--- config.mk ---
export PLATFORM = sky130hd
export DESIGN_NAME = line_deframer
export DESIGN_NICKNAME = d
export VERILOG_FILES = /design/src/rtl/line_deframer_pkg.sv /design/src/rtl/frame_hunt.sv /design/src/rtl/byte_shifter.sv /design/src/rtl/byte_decode.sv /design/src/rtl/line_deframer.sv
export SDC_FILE = /design/constraint.sdc
export NUM_CORES = 1
export LEC_CHECK = 0
export ABC_AREA = 1
export BUFFER_PORTS_ARGS = -buffer_cell sky130_fd_sc_hd__buf_2
export CAP_MARGIN = 20
export CORE_MARGIN = 8
export CORE_UTILIZATION = 40
export CTS_BUF_LIST = sky130_fd_sc_hd__clkbuf_16
export CTS_CLUSTER_DIAMETER = 200
export DETAILED_ROUTE_END_ITERATION = 8
export PLACE_DENSITY = 0.6
export SLEW_MARGIN = 20
export SYNTH_ARGS = -nofsm -noshare
export SYNTH_HDL_FRONTEND = slang
export SYNTH_SLANG_ARGS = --single-unit
--- constraint.sdc ---
create_clock -name clk -period 1.6 [get_ports clk]
set_input_delay 0.24 -clock clk [delete_from_list [all_inputs] [get_ports clk]]
set_output_delay 0.24 -clock clk [all_outputs]
set_load 0.01 [all_outputs]
--- src/rtl/line_deframer_pkg.sv ---
// Shared types for the line deframer.
// Assumes: none beyond IEEE 1800-2017 packed types.
package line_deframer_pkg;

    typedef enum logic [1:0] {
        ST_IDLE    = 2'd0,
        ST_HUNT    = 2'd1,
        ST_PAYLOAD = 2'd2
    } dfm_state_e;

    typedef struct packed {
        logic [7:0] data;
        logic       par_err;
        logic       ham_cor;
        logic       ham_unc;
    } dfm_result_t;

endpackage

--- src/rtl/frame_hunt.sv ---
// Framing-pattern hunter.
// Keeps a sliding window of the last eight strobed bits, newest bit in the
// MSB, and a count of strobes since the last clear. It reports a hit when the
// window equals CODE within the first SEARCH_BITS strobes, and an expiry when
// the count reaches SEARCH_BITS without a hit.
// Assumes: SEARCH_BITS >= 8; the caller stops enabling once hit or expired.
module frame_hunt #(
    parameter int         SEARCH_BITS = 32,
    parameter logic [7:0] CODE        = 8'h27
) (
    input  logic clk,
    input  logic rst_n,
    input  logic clear,
    input  logic enable,
    input  logic bit_in,
    output logic hit,
    output logic expired
);
    localparam int CW = $clog2(SEARCH_BITS + 1);

    logic [7:0]    win_q, win_n;
    logic [CW-1:0] cnt_q, cnt_n;

    // Next window and count as if this strobe is taken.
    always_comb begin
        win_n   = {bit_in, win_q[7:1]};
        cnt_n   = cnt_q + 1'b1;
        hit     = enable && (win_n == CODE) &&
                  (cnt_n >= CW'(8)) && (cnt_n <= CW'(SEARCH_BITS));
        expired = enable && !hit && (cnt_n >= CW'(SEARCH_BITS));
    end

    // Window and count registers, cleared at every line start.
    always_ff @(posedge clk) begin
        if (!rst_n || clear) begin
            win_q <= '0;
            cnt_q <= '0;
        end else if (enable) begin
            win_q <= win_n;
            cnt_q <= cnt_n;
        end
    end

endmodule

--- src/rtl/byte_shifter.sv ---
// LSB-first byte assembler.
// Shifts strobed bits into the MSB, so the first bit to arrive ends in bit 0.
// It raises full in the cycle that takes the last bit, with the finished word.
// Assumes: clear has priority over shift.
module byte_shifter #(
    parameter int W = 8
) (
    input  logic         clk,
    input  logic         rst_n,
    input  logic         clear,
    input  logic         shift,
    input  logic         bit_in,
    output logic         full,
    output logic [W-1:0] word
);
    localparam int CW = $clog2(W);

    logic [W-1:0]  sr_q;
    logic [CW-1:0] cnt_q;

    // Completed word and full flag for the current strobe.
    always_comb begin
        word = {bit_in, sr_q[W-1:1]};
        full = shift && (cnt_q == CW'(W - 1));
    end

    // Shift register and bit counter.
    always_ff @(posedge clk) begin
        if (!rst_n || clear) begin
            sr_q  <= '0;
            cnt_q <= '0;
        end else if (shift) begin
            sr_q  <= word;
            cnt_q <= full ? '0 : cnt_q + 1'b1;
        end
    end

endmodule

--- src/rtl/byte_decode.sv ---
// Combinational byte decoder.
// Header bytes: layout d0,c0,d1,c1,d2,c2,d3,p from bit 0 up, with odd overall
// parity. Single errors are corrected and double errors are flagged.
// Text bytes: seven data bits plus an odd-parity bit in bit 7.
// Assumes: raw is assembled LSB first.
module byte_decode
    import line_deframer_pkg::*;
(
    input  logic [7:0]  raw,
    input  logic        is_hdr,
    output dfm_result_t res
);
    logic [3:0] nib;
    logic [2:0] syn;
    logic [3:0] fix;
    logic       odd_ok;

    // Syndrome over the three check groups and the overall parity.
    always_comb begin
        nib    = {raw[6], raw[4], raw[2], raw[0]};
        syn[0] = raw[1] ^ raw[0] ^ raw[2] ^ raw[6];
        syn[1] = raw[3] ^ raw[0] ^ raw[4] ^ raw[6];
        syn[2] = raw[5] ^ raw[2] ^ raw[4] ^ raw[6];
        odd_ok = ^raw;
        unique case (syn)
            3'b011:  fix = 4'b0001;
            3'b101:  fix = 4'b0010;
            3'b110:  fix = 4'b0100;
            3'b111:  fix = 4'b1000;
            default: fix = 4'b0000;
        endcase
    end

    // Choose the result according to the byte's kind.
    always_comb begin
        res = '0;
        if (is_hdr) begin
            if (!odd_ok) begin
                res.data    = {4'b0, nib ^ fix};
                res.ham_cor = 1'b1;
            end else if (syn != 3'b000) begin
                res.data    = {4'b0, nib};
                res.ham_unc = 1'b1;
            end else begin
                res.data    = {4'b0, nib};
            end
        end else begin
            res.data    = {1'b0, raw[6:0]};
            res.par_err = !odd_ok;
        end
    end

endmodule

--- src/rtl/line_deframer.sv ---
// Line deframer top.
// Line flow: line_start opens a hunt for the framing pattern. A hit moves to
// payload assembly. PAYLOAD_BYTES bytes are decoded and registered onto the
// outputs, then the block idles until the next line_start.
// Assumes: bit_stb is at most one per cycle; line_start overrides a strobe.
module line_deframer
    import line_deframer_pkg::*;
#(
    parameter int         SEARCH_BITS   = 32,
    parameter int         PAYLOAD_BYTES = 42,
    parameter int         HDR_BYTES     = 2,
    parameter logic [7:0] FRAME_CODE    = 8'h27,
    localparam int        IW            = $clog2(PAYLOAD_BYTES)
) (
    input  logic          clk,
    input  logic          rst_n,
    input  logic          line_start,
    input  logic          bit_stb,
    input  logic          bit_in,
    output logic          byte_vld,
    output logic [IW-1:0] byte_idx,
    output logic [7:0]    byte_data,
    output logic          par_err,
    output logic          ham_cor,
    output logic          ham_unc
);
    localparam logic [IW-1:0] LAST_IDX = IW'(PAYLOAD_BYTES - 1);
    localparam logic [IW-1:0] HDR_LIM  = IW'(HDR_BYTES);

    dfm_state_e    state_q;
    logic [IW-1:0] cnt_q;
    logic          hunt_en, hit, expired;
    logic          shift_en, full;
    logic [7:0]    word;
    dfm_result_t   res;

    assign hunt_en  = bit_stb && !line_start && (state_q == ST_HUNT);
    assign shift_en = bit_stb && !line_start && (state_q == ST_PAYLOAD);

    frame_hunt #(
        .SEARCH_BITS (SEARCH_BITS),
        .CODE        (FRAME_CODE)
    ) u_hunt (
        .clk     (clk),
        .rst_n   (rst_n),
        .clear   (line_start),
        .enable  (hunt_en),
        .bit_in  (bit_in),
        .hit     (hit),
        .expired (expired)
    );

    byte_shifter #(
        .W (8)
    ) u_shift (
        .clk    (clk),
        .rst_n  (rst_n),
        .clear  (line_start || hit),
        .shift  (shift_en),
        .bit_in (bit_in),
        .full   (full),
        .word   (word)
    );

    byte_decode u_dec (
        .raw    (word),
        .is_hdr (cnt_q < HDR_LIM),
        .res    (res)
    );

    // Line state machine.
    always_ff @(posedge clk) begin
        if (!rst_n) begin
            state_q <= ST_IDLE;
        end else if (line_start) begin
            state_q <= ST_HUNT;
        end else begin
            unique case (state_q)
                ST_HUNT:    if (hit) state_q <= ST_PAYLOAD;
                            else if (expired) state_q <= ST_IDLE;
                ST_PAYLOAD: if (full && cnt_q == LAST_IDX) state_q <= ST_IDLE;
                default:    state_q <= state_q;
            endcase
        end
    end

    // Payload byte counter.
    always_ff @(posedge clk) begin
        if (!rst_n || line_start || hit) cnt_q <= '0;
        else if (full)                   cnt_q <= cnt_q + 1'b1;
    end

    // Registered outputs: one strobe per finished byte, quiet otherwise.
    always_ff @(posedge clk) begin
        if (!rst_n || !full) begin
            byte_vld  <= 1'b0;
            byte_idx  <= '0;
            byte_data <= '0;
            par_err   <= 1'b0;
            ham_cor   <= 1'b0;
            ham_unc   <= 1'b0;
        end else begin
            byte_vld  <= 1'b1;
            byte_idx  <= cnt_q;
            byte_data <= res.data;
            par_err   <= res.par_err;
            ham_cor   <= res.ham_cor;
            ham_unc   <= res.ham_unc;
        end
    end

endmodule

==> results of run 1 <==
==> per-stage QoR <==
| step | TNS [ns] | total power (W) |
|---|---|---|
| after floorplan | 0 | 0.00130 |
| after global placement | 0 | 0.00133 |
| after global routing | -0.00615 | 0.00259 |
| after CTS | 0 | 0.00253 |
| final | 0 | 0.00248 |
| after detailed placement | -0.00220 | 0.00133 |
==> worst max path at each step <==
stage / start / cells after the start / slack, ns / to
global placement: u_shift.cnt_q[0]$_SDFFE_PP0P_ / 8 / 0.02 / ham_unc$_SDFF_PP0_
CTS: u_hunt.cnt_q[1]$_SDFFE_PP0P_ / 12 / 0.02 / state_q[0]$_SDFFE_PN0P_
floorplan: u_hunt.cnt_q[1]$_SDFFE_PP0P_ / 11 / 0.12 / cnt_q[3]$_SDFFE_PP0P_
finish: u_hunt.cnt_q[0]$_SDFFE_PP0P_ / 10 / 0.10 / state_q[0]$_SDFFE_PN0P_
detailed placement: u_shift.cnt_q[0]$_SDFFE_PP0P_ / 8 / -0.002 / ham_unc$_SDFF_PP0_
global route: u_hunt.cnt_q[0]$_SDFFE_PP0P_ / 10 / -0.006 / state_q[0]$_SDFFE_PN0P_
==> flip-flops by register name (all words and copies together) (netlist names), 2 cells and up <==
register,cells
state_q,2
u_shift.sr_q,7
cnt_q,6
u_hunt.cnt_q,6
u_hunt.win_q,7
byte_idx,6
u_shift.cnt_q,3
byte_data,7
==> area by class of cell <==
| class | count | area share [%] |
|---|---|---|
| inverter | 39 | 5.28 |
| multi-input combinational | 207 | 43.4 |
| clock inverter | 3 | 1.69 |
| timing repair buffer | 35 | 7.45 |
| sequential | 48 | 34.4 |
| tap | 75 | 3.33 |
| clock buffer | 5 | 4.44 |
==> critical path, stage by stage, from the launching register on <==
cell      delay [ns]
dfxtp_2         0.35
buf_4           0.12
nand3_1         0.10
o21bai_1        0.14
nand2_1         0.09
a21oi_1         0.18
nand2_2         0.13
nand2_1         0.10
nand2_1         0.05
nand2_1         0.06
a21oi_1         0.05
==> metal layers <==
metal	wire, um	GRT usage [%]	up-vias	share of wire (%)
li1	-	-	1014	-
met1	2030	12.6	826	48
met2	1920	17.3	31	45
met3	255	3.04	4	6.0
met4	53	4.43	0	1.2
met5	0	0	-	0
==> power by group through the flow <==
stage          Clock (W)  Combinational [W]  Sequential, W
2_1_floorplan          0          0.0000693        0.00123
5_1_grt          0.00127           0.000107        0.00121
4_1_cts          0.00122          0.0000937        0.00121
3_3_place_gp           0          0.0000908        0.00124
3_5_place_dp           0          0.0000917        0.00123
6_report         0.00118          0.0000930        0.00121
==> what timing repair did <==
item                                    CTS  global route
gates resized for setup                   3            15
pin swaps                                 1             4
setup buffers                             0             2
hold buffers                              0             0
endpoints found under the setup margin    5            27
==> cells in the mapped netlist, drive strengths merged <==
master  number
nand2       73
dfxtp       48
nor2        42
inv         37
a21oi       25
nand3       16
o21ai       11
xnor2       10
buf          9
xor2         7
ha           5
nand4        5
clkbuf       3
nor3         3
a211oi       2
clkinv       2
or2          2
xnor3        2
a311oi       1
conb         1
nor4         1
o21bai       1
==> cells by family (layout without fill, tap and decap cells) <==
| logic type | after synthesis | after routing | share of synthesized area (%) |
|---|---|---|---|
| fa+ha+maj | 5 | 5 | 2.62 |
| simple gates | 142 | 142 | 27.2 |
| xor+xnor | 19 | 19 | 9.52 |
| buf+inv | 51 | 82 | 10.1 |
| flops | 48 | 48 | 40.2 |
| compound gates | 40 | 40 | 10.3 |
| other cells | 1 | 1 | 0.157 |
==> qor.csv, run 1 <==
stage,metric,value,unit
clocking,CTS root buffer,clkbuf_16,
critical_path,Reg-to-Reg Start,u_hunt.cnt_q[0]$_SDFFE_PP0P_,
routing,vias per cell,4.55,
clocking,clock latency at the later pin of the worst-skew pair,0.29,ns
layout,Finished Cell Area,2820,sq um
global_route,initial antenna violation count,0,
clocking,"Reg clk slew, reported paths",0.06,ns
synthesis,Ys Warns,0,
global_route,total gr overflow,0,
layout,"Area growth, synth to finish",17.9,%
critical_path,Crit. End Element,flip-flop,
critical_path,worst reg2reg path endpoint,state_q[0]$_SDFFE_PN0P_,
critical_path,flop2flop setup slack,0.10,ns
sta,setup slack after layout,0.104,ns
global_route,first-pass GRT wire length,7480,um
pwr,VDD IR max,0.000676,V
layout,"commonest non-fill, non-tap cell in the layout",nand2_1,
layout,fin util,48.2,%
floorplanning,site row count,28,
critical_path,Worst EP required,1.77,ns
routing,final wirelength,4260,um
routing,DR DRC count,0,
floorplanning,I/O pin total,23,
flow_run,# Max-Cap Violations,0,
sta,max-slew violation count,0,
pwr,Psw,0.000507,W
placement,placed cell count,402,
critical_path,crit-path max FO,3,
placement,dpl cell area,2580,sq um
pwr,Gate power share,3.7,%
floorplanning,die extent in x,93.3,um
critical_path,r2r worst-path depth,10,
pwr,PwrDens,881,nW/um^2
clocking,deepest clock path buffer count,2,
layout,share of cells above drive strength 1,27.0,%
sta,post-route minimum period,1.50,ns
floorplanning,core footprint,5850,sq um
synthesis,synthesized flop and latch total,48,
synthesis,post-synthesis cell type count,36,
synthesis,Yosys top cell area share,40.2,%
routing,iteration count of the initial detailed-routing pass,4,
synthesis,syn_area_per_cell,7.81,sq um
layout,most frequent cells in the layout,"65 x nand2_1, 41 x dfxtp_1, 34 x nor2_1, 29 x inv_1, 21 x buf_2",
synthesis,cell count after synthesis,306,
pwr,Reg power frac,48.7,%
layout,Nets,346,
worst_hold_path,Hold Crit Start,line_start,
layout,n_diodes,0,
pwr,clock power share,47.6,%
layout,Final Non-Filler Cells,412,
sta,Worst Clk Skew,0.00601,ns
critical_path,WP data arrival,1.67,ns
global_route,number of global-route vias before repair,1740,
sta,worst hold margin,0.238,ns
placement,number of port buffers,21,
routing,routed via count,1875,
routing,1st-iter DRT viols,68,
layout,Multi-input gate area,1220,sq um
critical_path,CP Class,reg2reg,
sta,Finish-stage setup viols,0,
layout,storage element area,970,sq um
clocking,CTS tree,yes,
synthesis,Synth area leader,dfxtp_1,
global_route,largest net degree at the start of global routing,17,
sta,fmax,0.668,GHz
worst_hold_path,Hold/Removal Path Class,in2reg,
synthesis,Syn Std Cell Area,2390,sq um
synthesis,sequential area share after synthesis,40.2,%
synthesis,Mapped Nets,316,
clocking,H-tree Lvls,2,
layout,Fillers,588,
worst_hold_path,WHS Endpoint,state_q[0]$_SDFFE_PN0P_,
pwr,P_int,0.00198,W
pwr,Switching Fraction,20.4,%
worst_hold_path,hold path cells,3,
clocking,total CTS buffers,5,
run_status,status,"finished, final reports clean",
sta,Fin. Hold Viols,0,
placement,Place WS,-0.00220,ns
placement,GP Congestion,0.805,
sta,RSZ-0062 raised after global routing,true,
floorplanning,Initial Utilization,40.9,%
routing,Final ANT Viol Nets,0,
pwr,leakage,1.12,nW
floorplanning,die height,93.3,um
placement,hpwl dp,3180,um
floorplanning,Die ar.,8710,sq um
synthesis,synth top area cells,"dfxtp_1 40%, nand2_1 10%, nor2_1 5.7%",
global_route,Overall Global Routing Usage,10.6,%
routing,Routed WL per cell,10.3,um
clocking,clk sinks,48,
critical_path,crit path launch type,flip-flop,
sta,Final Cycle Share,93.5,%
(Power assumes the default switching activity.)
==> run 2: changes to the inputs <==
Settings changed: CORE_UTILIZATION 40 to 53, PLACE_DENSITY 0.6 to 0.75.
==> run 2 against run 1 <==
  * Total power about the same
  * First-iteration DRC count up 110%
  * Sequential power hardly changed
  * Clock power barely moved
  * Via count increased by 3.4%
  * Die area fell by 21%
  * Clock-buffer cell count unchanged
  * Routed wire length is 7.7% higher
  * Sequential share of layout area increased by 0.14 points
  * Sequential cell count is the same
  * Critical endpoint is now byte_data[3]$_SDFF_PN0_
  * Largest cell class unchanged
==> qor.csv, run 2 (synthesis results as in run 1) <==
stage,metric,value,unit,change
routing,iteration count of the initial detailed-routing pass,4,,unchanged
layout,Largest regs,"byte_data x7, u_hunt.win_q x7, u_shift.sr_q x7",,
layout,most frequent cells in the layout,"62 x nand2_1, 36 x dfxtp_1, 33 x nor2_1, 29 x inv_1, 21 x buf_2",,
routing,DR DRC count,0,,unchanged
global_route,Overall Global Routing Usage,13.4,%,+2.8 points
critical_path,crit-path max FO,8,,+5
floorplanning,die height,83.2,um,-11%
sta,Fin. Hold Viols,0,,unchanged
clocking,deepest clock path buffer count,2,,unchanged
layout,n_diodes,0,,unchanged
critical_path,crit path launch type,flip-flop,,
routing,vias per cell,4.98,,+9.5%
floorplanning,I/O pin total,23,,unchanged
floorplanning,site row count,24,,-14%
sta,setup TNS,0,ns,unchanged
global_route,number of global-route vias before repair,1834,,+5.4%
placement,GP Congestion,0.782,,-2.9%
routing,Final ANT Viol Nets,0,,unchanged
floorplanning,Initial Utilization,54.9,%,+14 points
pwr,Switching Fraction,20.8,%,+0.35 points
clocking,CTS tree,yes,,
sta,setup slack after layout,0.105,ns,+0.000623 ns
floorplanning,core footprint,4350,sq um,-26%
routing,1st-iter DRT viols,144,,+110%
critical_path,worst reg2reg path endpoint,byte_data[3]$_SDFF_PN0_,,
pwr,VDD IR max,0.000869,V,+29%
placement,number of port buffers,21,,unchanged
global_route,largest net degree at the start of global routing,17,,unchanged
pwr,clock power share,47.5,%,about the same
critical_path,CP Class,reg2reg,,
layout,fin util,65.3,%,+17 points
flow_run,# Max-Cap Violations,0,,unchanged
critical_path,worst setup path startpoint,u_shift.cnt_q[0]$_SDFFE_PP0P_,,
global_route,first-pass GRT wire length,7890,um,+5.4%
clocking,CTS root buffer,clkbuf_16,,
routing,routed via count,1939,,+3.4%
sta,Worst Clk Skew,0.00684,ns,+0.000832 ns
sta,fmax,0.669,GHz,about the same
placement,placed cell count,378,,-6.0%
sta,Final Cycle Share,93.5,%,about the same
sta,worst hold margin,0.218,ns,-0.0206 ns
worst_hold_path,Hold/Removal Path Class,in2reg,,
sta,max-slew violation count,0,,unchanged
layout,Final Non-Filler Cells,389,,-5.6%
pwr,Psw,0.000515,W,+1.6%
routing,final wirelength,4590,um,+7.7%
floorplanning,Die ar.,6920,sq um,-21%
critical_path,Crit. End Element,flip-flop,,
pwr,Reg power frac,48.6,%,about the same
critical_path,WP data arrival,1.72,ns,+0.05 ns
pwr,P_int,0.00197,W,-0.50%
critical_path,flop2flop setup slack,0.10,ns,about the same
clocking,total CTS buffers,5,,unchanged
clocking,"Reg clk slew, reported paths",0.07,ns,about the same
critical_path,r2r worst-path depth,10,,unchanged
placement,hpwl dp,3170,um,-0.31%
layout,"Area growth, synth to finish",18.8,%,
layout,Nets,346,,unchanged
critical_path,crit path to,byte_data[3]$_SDFF_PN0_,,
critical_path,Reg-to-Reg Start,u_shift.cnt_q[0]$_SDFFE_PP0P_,,
layout,share of cells above drive strength 1,30.0,%,+3.0 points
global_route,initial antenna violation count,0,,unchanged
critical_path,Worst EP required,1.83,ns,+0.06 ns
clocking,H-tree Lvls,2,,unchanged
pwr,PwrDens,874,nW/um^2,-0.81%
clocking,clk sinks,48,,unchanged
placement,Place WS,0.0272,ns,+0.0294 ns
layout,"commonest non-fill, non-tap cell in the layout",nand2_1,,
pwr,Gate power share,3.8,%,about the same
clocking,Hold Buf Count CTS,0,,unchanged
pwr,leakage,1.14,nW,+1.7%
sta,Finish-stage setup viols,0,,unchanged
routing,Routed WL per cell,11.8,um,+14%
clocking,clock latency at the later pin of the worst-skew pair,0.29,ns,about the same
sta,post-route minimum period,1.50,ns,-0.000623 ns
floorplanning,die extent in x,83.2,um,-11%
global_route,total gr overflow,0,,unchanged
run_status,status,"finished, final reports clean",,
## run 2: changes by cell type in the layout (fill, tap and decap cells not counted), moves of 2 or more
| cell | delta |
|---|---|
| dfxtp_1 | -5 |
| dfxtp_2 | +3 |
| nand2_1 | -3 |
| dfxtp_4 | +2 |
| nand2_4 | +2 |
| nor2_4 | +2 |
| xnor2_1 | -2 |
| xnor2_2 | +2 |
## run 2: critical path: stages (launching register included)
cell and delay (ns):
dfxtp_2 0.33, ha_1 0.15, ha_2 0.19, inv_2 0.05, nor2_4 0.11, inv_2 0.08, nor2_4 0.16, inv_4 0.08
nor2_4 0.14, nand2_1 0.08, o21ai_1 0.07
## run 2: layout make-up
type / count / area [sq um]
flip-flops and latches: 48 / 981
multi-input cells: 207 / 1270
well taps: 52 / 65.1
fillers: 363 / 1510
repair buffers: 35 / 210
clock inverters: 3 / 42.5
clock buffers: 5 / 125
inverters: 39 / 149
## run 2: power by group through the flow
stage           logic, W  registers (W)  clock network [W]
6_report       0.0000955        0.00121            0.00118
5_1_grt         0.000109        0.00121            0.00125
4_1_cts        0.0000874        0.00121            0.00119
3_5_place_dp   0.0000870        0.00124                  0
3_3_place_gp   0.0000862        0.00124                  0
2_1_floorplan  0.0000693        0.00123                  0
## run 2: repair_timing
item / CTS / global route
endpoints found under the hold margin: 0 / 0
setup buffers: 0 / 3
pin swaps: 0 / 8
setup endpoints to repair: 1 / 27
gates resized for setup: 2 / 34
## run 2: worst min-delay path by stage
stage,slack (ns),start,depth (start not counted),to
3_5_place_dp,0.46,u_shift.cnt_q[2]$_SDFFE_PP0P_,2,u_shift.cnt_q[2]$_SDFFE_PP0P_
6_report,0.22,line_start,3,state_q[0]$_SDFFE_PN0P_
4_1_cts,0.21,line_start,3,state_q[0]$_SDFFE_PN0P_
3_3_place_gp,0.46,u_shift.cnt_q[2]$_SDFFE_PP0P_,2,u_shift.cnt_q[2]$_SDFFE_PP0P_
5_1_grt,0.24,line_start,3,state_q[0]$_SDFFE_PN0P_
2_1_floorplan,0.37,line_start,2,state_q[0]$_SDFFE_PN0P_
## run 2: per-stage QoR
step                      instance area [sq um]  total power, W
after floorplan                            2390         0.00130
after global placement                     2550         0.00132
after detailed placement                   2550         0.00132
after CTS                                  2720         0.00249
after global routing                       2840         0.00257
final                                      2840         0.00248
## run 2: metal layers
layer	global-route usage (%)	part of all wire [%]
met4	4.79	1.2
met3	5.96	5.6
met1	14.9	44
met5	0	0
met2	22.0	49
==> run 3: changes to the inputs <==
Settings changed: BUFFER_PORTS_ARGS -buffer_cell sky130_fd_sc_hd__buf_2 to -buffer_cell sky130_fd_sc_hd__clkbuf_2.
==> run 3 against run 2 <==
  * Register-to-register slack got worse by 0.08 ns
  * Maximum frequency shrank 5.0%
  * Core utilization increased by 0.17 points
  * Worst setup slack got worse by 0.079 ns
  * Critical path type unchanged
  * Critical endpoint is now cnt_q[5]$_SDFFE_PP0P_
==> qor.csv, run 3 (synthesis results as in run 1) <==
stage,metric,value,unit,change
pwr,leakage,1.13,nW,-1.4%
routing,iteration count of the initial detailed-routing pass,4,,unchanged
clocking,clk sinks,48,,unchanged
critical_path,r2r worst-path depth,8,,-2
floorplanning,Die ar.,6920,sq um,unchanged
layout,Multi-input gate area,1280,sq um,+0.79%
pwr,Reg power frac,52.9,%,+4.3 points
critical_path,WP data arrival,1.75,ns,+0.03 ns
global_route,Overall Global Routing Usage,12.9,%,-0.54 points
clocking,H-tree Lvls,2,,unchanged
sta,fmax,0.635,GHz,-5.0%
clocking,total CTS buffers,5,,unchanged
floorplanning,core footprint,4350,sq um,unchanged
clocking,"Reg clk slew, reported paths",0.06,ns,about the same
layout,Largest regs,"byte_data x7, u_hunt.win_q x7, u_shift.sr_q x7",,
pwr,P_int,0.00180,W,-8.6%
floorplanning,die extent in x,83.2,um,unchanged
layout,storage element area,976,sq um,-0.51%
sta,Final Cycle Share,98.4,%,+5.0 points
pwr,total power,0.00228,W,-8.1%
critical_path,CP Class,reg2reg,,
clocking,CTS tree,yes,,
floorplanning,site row count,24,,unchanged
layout,"Area growth, synth to finish",19.2,%,
sta,setup slack after layout,0.0253,ns,-0.0793 ns
worst_hold_path,Hold/Removal Path Class,in2reg,,
layout,most frequent cells in the layout,"65 x nand2_1, 40 x dfxtp_1, 34 x nor2_1, 30 x inv_1, 21 x clkbuf_2",,
floorplanning,I/O pin total,23,,unchanged
global_route,largest net degree at the start of global routing,17,,unchanged
pwr,Switching Fraction,21.2,%,+0.43 points
pwr,Gate power share,3.9,%,about the same
global_route,initial antenna violation count,0,,unchanged
routing,vias per cell,4.95,,-0.71%
worst_hold_path,hold path cells,3,,unchanged
sta,Fin. Hold Viols,0,,unchanged
placement,hpwl dp,3130,um,-1.1%
sta,max-slew violation count,0,,unchanged
critical_path,crit path launch type,flip-flop,,
pwr,Psw,0.000484,W,-6.2%
global_route,total gr overflow,0,,unchanged
pwr,PwrDens,801,nW/um^2,-8.3%
placement,number of port buffers,21,,unchanged
critical_path,worst setup path startpoint,u_shift.cnt_q[1]$_SDFFE_PP0P_,,
placement,GP Congestion,0.818,,+4.6%
floorplanning,Initial Utilization,54.9,%,unchanged
routing,Routed WL per cell,11.4,um,-3.1%
clocking,clock latency at the later pin of the worst-skew pair,0.29,ns,about the same
floorplanning,die height,83.2,um,unchanged
sta,post-route minimum period,1.57,ns,+0.0793 ns
sta,Finish-stage setup viols,0,,unchanged
clocking,Hold Buf Count CTS,0,,unchanged
routing,DR DRC count,0,,unchanged
routing,Final ANT Viol Nets,0,,unchanged
worst_hold_path,Hold Crit Start,line_start,,
routing,routed via count,1945,,+0.31%
critical_path,Reg-to-Reg Start,u_shift.cnt_q[1]$_SDFFE_PP0P_,,
routing,final wirelength,4490,um,-2.1%
layout,Fillers,360,,-0.83%
critical_path,crit-path max FO,6,,-2
flow_run,# Max-Cap Violations,0,,unchanged
routing,1st-iter DRT viols,108,,-25%
clocking,deepest clock path buffer count,2,,unchanged
sta,RSZ-0062 raised after global routing,true,,
layout,share of cells above drive strength 1,29.9,%,-0.058 points
pwr,clock power share,43.2,%,-4.3 points
run_status,status,"finished, final reports clean",,
critical_path,Worst EP required,1.77,ns,-0.06 ns
layout,n_diodes,0,,unchanged
global_route,number of global-route vias before repair,1810,,-1.3%
clocking,CTS root buffer,clkbuf_16,,
layout,Nets,350,,+1.2%
pwr,VDD IR max,0.000585,V,-33%
placement,Place WS,0.0409,ns,+0.0138 ns
global_route,first-pass GRT wire length,7600,um,-3.7%
critical_path,Crit. End Element,flip-flop,,
sta,Worst Clk Skew,0.00441,ns,-0.00243 ns
layout,"commonest non-fill, non-tap cell in the layout",nand2_1,,
==> run 3: final timing paths <==
kind	to	slack [ns]
setup / recovery	cnt_q[5]$_SDFFE_PP0P_	0.03
hold / removal	state_q[0]$_SDFFE_PN0P_	0.21
setup reg to reg	cnt_q[5]$_SDFFE_PP0P_	0.03
hold reg to reg	u_hunt.win_q[1]$_SDFFE_PP0P_	0.46
==> run 3: metal layers <==
layer,track usage [%],part of all wire [%],vias up
li1,-,-,1021
met1,13.3,43,869
met2,22.5,49,44
met3,4.69,5.8,11
met4,6.07,2.2,0
met5,0,0,-
==> run 3: critical path: stages (launching register included) <==
cell and delay, ns:
dfxtp_2 0.36, ha_4 0.15, ha_4 0.15, inv_2 0.05, nor2_4 0.15, nand4_1 0.16, nor3_2 0.23, xor2_1 0.17
nor2_1 0.05
==> run 3: power groups by stage <==
stage	Combinational (W)	Clock [W]	Sequential [W]
5_1_grt	0.000103	0.00105	0.00121
3_3_place_gp	0.0000873	0	0.00124
4_1_cts	0.0000900	0.000999	0.00121
6_report	0.0000900	0.000985	0.00121
2_1_floorplan	0.0000693	0	0.00123
3_5_place_dp	0.0000894	0	0.00124
==> run 3: through the flow <==
step / utilization (%) / setup TNS [ns] / hold slack (ns) / cell area [sq um] / instances
5_1_grt: 65.4 / -0.729 / 0.220 / 2850 / 393
4_1_cts: 62.4 / 0 / 0.206 / 2720 / 389
3_3_place_gp: 59.1 / 0 / 0.459 / 2570 / 381
6_report: 65.4 / 0 / 0.210 / 2850 / 393
2_1_floorplan: - / 0 / 0.374 / 2390 / 306
3_5_place_dp: 59.1 / 0 / 0.461 / 2570 / 381
==> run 3: layout make-up <==
cell class | instances | share of cell area (%)
multi-input cells | 207 | 44.9
flip-flops and latches | 48 | 34.3
repair buffers | 39 | 8.43
inverters | 39 | 5.23
clock buffers | 5 | 4.39
well taps | 52 | 2.28
clock inverters | 3 | 0.527
==> run 3: what timing repair did <==
| item | in CTS | in global routing |
|---|---|---|
| resized for setup | 1 | 28 |
| hold endpoints to repair | 0 | 0 |
| buffers inserted | 0 | 4 |
| pin swaps | 1 | 9 |
| endpoints found under the setup margin | 3 | 27 |
| cloned | 0 | 0 |
